==> src/rtl/rt_pkg.sv <==
package rt_pkg;
  typedef enum logic [1:0] {
    SEL_LIVE = 2'd0,
    SEL_LAST = 2'd1,
    SEL_MIN  = 2'd2,
    SEL_MAX  = 2'd3
  } rt_sel_e;
endpackage

==> src/rtl/rt_window.sv <==
module rt_window #(
  parameter int W     = 13,
  parameter int DEPTH = 4
) (
  input  logic                       clk,
  input  logic                       rst_n,
  input  logic                       clear,
  input  logic                       store,
  input  logic [W-1:0]               din,
  output logic [DEPTH-1:0][W-1:0]    ent,
  output logic [DEPTH-1:0]           vld
);
  // Shift chain: index 0 is the newest entry.
  always_ff @(posedge clk or negedge rst_n) begin
    if (!rst_n) begin
      ent <= '0;
      vld <= '0;
    end else if (clear) begin
      ent <= '0;
      vld <= '0;
    end else if (store) begin
      ent <= {ent[DEPTH-2:0], din};
      vld <= {vld[DEPTH-2:0], 1'b1};
    end
  end

  p_clear_empties_r8: assert property (@(posedge clk) disable iff (!rst_n)
    clear |=> (vld == '0));

  p_clear_wins_r9: assert property (@(posedge clk) disable iff (!rst_n)
    (clear && store) |=> !vld[0]);

  p_store_head_r2: assert property (@(posedge clk) disable iff (!rst_n)
    (store && !clear) |=> (vld[0] && ent[0] == $past(din)));

  p_store_age_r2: assert property (@(posedge clk) disable iff (!rst_n)
    (store && !clear) |=> (ent[DEPTH-1:1] == $past(ent[DEPTH-2:0])));

  p_hold_r2: assert property (@(posedge clk) disable iff (!rst_n)
    (!store && !clear) |=> ($stable(ent) && $stable(vld)));

  p_fill_order_r11: assert property (@(posedge clk) disable iff (!rst_n)
    ((vld & (vld + 1'b1)) == '0));
endmodule

==> src/rtl/rt_extreme.sv <==
module rt_extreme #(
  parameter int W        = 13,
  parameter int DEPTH    = 4,
  parameter bit PICK_MAX = 1'b0
) (
  input  logic                    clk,
  input  logic                    rst_n,
  input  logic [DEPTH-1:0][W-1:0] ent,
  input  logic [DEPTH-1:0]        vld,
  output logic [W-1:0]            best,
  output logic                    found
);
  localparam int MAG_W = W - 1;

  // Chain from the oldest slot (DEPTH-1) toward the newest (0). A newer
  // entry replaces the running pick on equality, so the newest one wins ties.
  logic [DEPTH:0][W-1:0] stg_val;
  logic [DEPTH:0]        stg_hit;

  assign stg_val[DEPTH] = '0;
  assign stg_hit[DEPTH] = 1'b0;

  for (genvar i = 0; i < DEPTH; i++) begin : g_stage
    logic better;
    logic take;
    if (PICK_MAX) begin : g_ge
      assign better = ent[i][MAG_W-1:0] >= stg_val[i+1][MAG_W-1:0];
    end else begin : g_le
      assign better = ent[i][MAG_W-1:0] <= stg_val[i+1][MAG_W-1:0];
    end
    assign take       = vld[i] && (!stg_hit[i+1] || better);
    assign stg_val[i] = take ? ent[i] : stg_val[i+1];
    assign stg_hit[i] = take | stg_hit[i+1];

    if (PICK_MAX) begin : g_chk_max
      p_max_bound_r5: assert property (@(posedge clk) disable iff (!rst_n)
        vld[i] |-> (best[MAG_W-1:0] >= ent[i][MAG_W-1:0]));
    end else begin : g_chk_min
      p_min_bound_r4: assert property (@(posedge clk) disable iff (!rst_n)
        vld[i] |-> (best[MAG_W-1:0] <= ent[i][MAG_W-1:0]));
    end
  end

  assign best  = stg_val[0];
  assign found = stg_hit[0];

  p_none_zero_r11: assert property (@(posedge clk) disable iff (!rst_n)
    (vld == '0) |-> (!found && best == '0));

  p_some_found_r11: assert property (@(posedge clk) disable iff (!rst_n)
    (vld != '0) |-> found);
endmodule

==> src/rtl/rt_outsel.sv <==
module rt_outsel #(
  parameter int W = 13
) (
  input  logic [1:0]   sel,
  input  logic [W-1:0] live,
  input  logic [W-1:0] last,
  input  logic         last_ok,
  input  logic [W-1:0] lo,
  input  logic [W-1:0] hi,
  output logic [W-1:0] dout
);
  import rt_pkg::*;

  rt_sel_e sel_e;
  assign sel_e = rt_sel_e'(sel);

  always_comb begin
    unique case (sel_e)
      SEL_LIVE: dout = live;
      SEL_LAST: dout = last_ok ? last : '0;
      SEL_MIN:  dout = lo;
      SEL_MAX:  dout = hi;
      default:  dout = '0;
    endcase
  end
endmodule

==> src/rtl/rt_result_tracker.sv <==
module rt_result_tracker #(
  parameter int DIGITS = 3,
  parameter int DEPTH  = 4
) (
  input  logic                  clk,
  input  logic                  rst_n,
  input  logic                  clear,
  input  logic                  store,
  input  logic [4*DIGITS:0]     result,
  input  logic [1:0]            sel,
  output logic [4*DIGITS:0]     out_value
);
  localparam int W = 4 * DIGITS + 1;

  logic [DEPTH-1:0][W-1:0] ent;
  logic [DEPTH-1:0]        vld;
  logic [W-1:0]            lo_val, hi_val;
  logic                    lo_ok, hi_ok;

  rt_window #(.W(W), .DEPTH(DEPTH)) u_window (
    .clk(clk), .rst_n(rst_n), .clear(clear), .store(store),
    .din(result), .ent(ent), .vld(vld)
  );

  rt_extreme #(.W(W), .DEPTH(DEPTH), .PICK_MAX(1'b0)) u_min (
    .clk(clk), .rst_n(rst_n), .ent(ent), .vld(vld),
    .best(lo_val), .found(lo_ok)
  );

  rt_extreme #(.W(W), .DEPTH(DEPTH), .PICK_MAX(1'b1)) u_max (
    .clk(clk), .rst_n(rst_n), .ent(ent), .vld(vld),
    .best(hi_val), .found(hi_ok)
  );

  rt_outsel #(.W(W)) u_outsel (
    .sel(sel), .live(result), .last(ent[0]), .last_ok(vld[0]),
    .lo(lo_val), .hi(hi_val), .dout(out_value)
  );

  p_last_follows_r3: assert property (@(posedge clk) disable iff (!rst_n)
    ($past(store && !clear) && sel == 2'd1) |-> (out_value == $past(result)));

  p_min_le_max_r4: assert property (@(posedge clk) disable iff (!rst_n)
    (lo_ok && hi_ok) |-> (lo_val[W-2:0] <= hi_val[W-2:0]));

  p_extremes_agree_r11: assert property (@(posedge clk) disable iff (!rst_n)
    lo_ok == hi_ok);
endmodule

==> config.mk <==
export PLATFORM = sky130hd
export DESIGN_NAME = rt_result_tracker
export DESIGN_NICKNAME = d
export VERILOG_FILES = /design/src/rtl/rt_pkg.sv /design/src/rtl/rt_window.sv /design/src/rtl/rt_extreme.sv /design/src/rtl/rt_outsel.sv /design/src/rtl/rt_result_tracker.sv
export SDC_FILE = /design/constraint.sdc
export NUM_CORES = 1
export LEC_CHECK = 0
export ABC_AREA = 1
export ABC_CLOCK_PERIOD_IN_PS = 8700
export BUFFER_PORTS_ARGS = -buffer_cell sky130_fd_sc_hd__buf_2
export CAP_MARGIN = 30
export CORE_MARGIN = 4
export CORE_UTILIZATION = 40
export DETAILED_ROUTE_END_ITERATION = 10
export MAX_ROUTING_LAYER = met4
export SYNTH_ARGS = -nofsm -noshare
export SYNTH_HDL_FRONTEND = slang
export SYNTH_HIERARCHICAL = 1
export SYNTH_SLANG_ARGS = --single-unit
==> constraint.sdc <==
create_clock -name clk -period 8.7 [get_ports clk]
set_input_delay 1.74 -clock clk [delete_from_list [all_inputs] [get_ports clk]]
set_output_delay 1.74 -clock clk [all_outputs]
set_load 0.02 [all_outputs]
==> impl_metrics.tcl <==
set metrics [dict create \
    cp.arrival_ns 6.31 \
    fin_crit_ns 8.05 \
    met1_usage_pct 30.1 \
    cap_violations 0 \
    drt_iter0_markers 472 \
    io_pins 32 \
    start_kind "register" \
    placed_area_um2 6200 \
    critPathBufInv 4 \
    grt_use_total_pct 21.2 \
    top_usage_layer "met2" \
    fin_crit_sh_pct 92.5 \
    skew_ns 0.00863 \
    cts_setup_buffers 0 \
    end_kind "output port" \
    cts_buffers 5 \
    crit_slowest_cell "dfrtp_1" \
    final_antenna_net_count 0 \
    syn_to_final_growth_pct 5.26 \
    cts_tree "yes" \
    antenna_found_initial 0 \
    syn_area_um2 6070 \
    cpLargestDelayFamily "simple AND/OR/NAND/NOR gates" \
    setup_viol 0 \
    synth_area_per_cell_um2 6.43 \
    cts.sinks 56 \
    finalPower_mw 0.709 \
    dp_hpwl_um 12500 \
    dieArea_um2 17200 \
    first_pass_iters 5 \
    slowest_delay_ns 0.65 \
    hold_viol 0 \
    grt_max_degree 58 \
    die_x_um 131 \
    r2r_slack_ns 7.34 \
    rows 44 \
    run_status "complete, no violations" \
    slew-limit-headroom_pct 44.0 \
    core_area_um2 14700 \
    htree_levels 2 \
    tightest_slew_ns 0.840 \
    layoutNonFillerInstCount 1130 \
    fin_area_um2 6380 \
    min_path_type "reg -> reg" \
    viasPerCell 5.20 \
    diodes 0 \
    wirelength_um 17300 \
    leakagePower_nw 3.72 \
    drc 0 \
    critPathRequiredTime_ns 6.96 \
    grt_pass1_wl_um 29400 \
    clockRootBuffer "clkbuf_16" \
    portBuffers 31 \
    fin_setup_tns_ns 0 \
    gp_congestion 0.885 \
    path_max_fanout 17 \
    grt_util_met3_pct 2.41 \
    ir_worst_vdd_mv 0.0857 \
    synthCells 943 \
    clk_pin_slew_ns 0.08 \
    start_util_pct 41.3 \
    vias 5872 \
    post-place-cells 1122 \
    slew_viol_final 0 \
    yosys_warnings 6 \
    met2_usage_pct 33.2 \
    path_class "reg -> out" \
    cpMostUsedCell "nand2_1" \
    nets 1036 \
    synthesis.nets 1034 \
    rsz0062_at_grt "no" \
    grt_pass1_vias 5456 \
    clockBufferDepth 2 \
    die_h_um 131 \
    route.detailed.wl_per_inst_um 15.3 \
    power.density_nw_per_um2 111 \
    grt_overflow 0 \
    fmax_ghz 0.124 \
    layout-drive-gt1-share_pct 11.3 \
    clk_latency_ns 0.30 \
]
power breakdown:
part	internal (mW)	leakage, nW	switching (mW)
registers	0.267	0.768	0.0198
logic	0.0606	2.87	0.119
clock network	0.137	0.0840	0.105
total	0.465	3.72	0.244
worst min-delay path, cell delays in order, from the launching register on:
cell and delay, ns:
dfrtp_1 0.37, nand2_1 0.06, nand2_1 0.05
per-stage QoR:
step | utilization, % | setup slack [ns] | hold WS (ns)
after floorplan | - | 2.23 | 0.464
after global placement | 42.2 | 0.775 | 0.487
after detailed placement | 42.2 | 0.748 | 0.494
after CTS | 43.4 | 0.352 | 0.515
after global routing | 43.4 | 0.0646 | 0.533
final | 43.4 | 0.654 | 0.511
worst paths after layout:
check,from,end,cells past startpoint
hold reg to reg,u_window/ent[50]$_DFFE_PN0P_,u_window/ent[50]$_DFFE_PN0P_,2
min in group asynchronous,rst_n,u_window/ent[6]$_DFFE_PN0P_,2
hold / removal,u_window/ent[50]$_DFFE_PN0P_,u_window/ent[50]$_DFFE_PN0P_,2
setup / recovery,u_window/vld[3]$_DFFE_PN0P_,out_value[9],36
setup reg to reg,u_window/vld[2]$_DFFE_PN0P_,u_window/vld[3]$_DFFE_PN0P_,3
max in group asynchronous,rst_n,u_window/vld[2]$_DFFE_PN0P_,2
routing by layer:
metal | vias up | wire length, um | share of wire (%)
met5 | - | 0 | 0
met4 | 0 | 176 | 1.0
met3 | 13 | 784 | 4.5
met2 | 138 | 7870 | 45
met1 | 2694 | 8460 | 49
li1 | 3027 | - | -
cell usage in the layout (no fill, tap or decap), types with 2 or more instances in the layout:
master,count
nor2_4,3
nor2_2,4
o21ai_0,5
inv_1,93
nor2_1,22
dfrtp_1,56
a21o_1,2
a21oi_1,26
nand2_1,365
or2_1,7
nand2_4,5
nand3b_1,12
buf_2,31
or2_2,4
nand2_2,35
o21bai_1,2
buf_4,6
nand3_1,153
nand3_2,3
clkinv_4,2
o21a_1,2
nand4_1,16
inv_2,4
and2_1,4
ha_1,72
clkbuf_16,5
state kept, by name, summed over array words and instances (netlist names):
| register | flops |
|---|---|
| u_window/ent | 52 |
| u_window/vld | 4 |
repair_timing:
| action | in CTS | in global routing |
|---|---|---|
| endpoints found under the hold margin | 0 | 0 |
| hold buffers | 0 | 0 |
| endpoints found under the setup margin | 0 | 13 |
| resized for setup | 0 | 3 |
final cells by class:
type	instances	area, um^2
clock buffer	5	125
clock inverter	3	47.5
fill	1561	8310
inverter	99	375
multi-input combinational	746	4010
sequential	56	1400
tap	184	230
timing repair buffer	37	200
No activity file was read; power rests on OpenSTA's default activity.
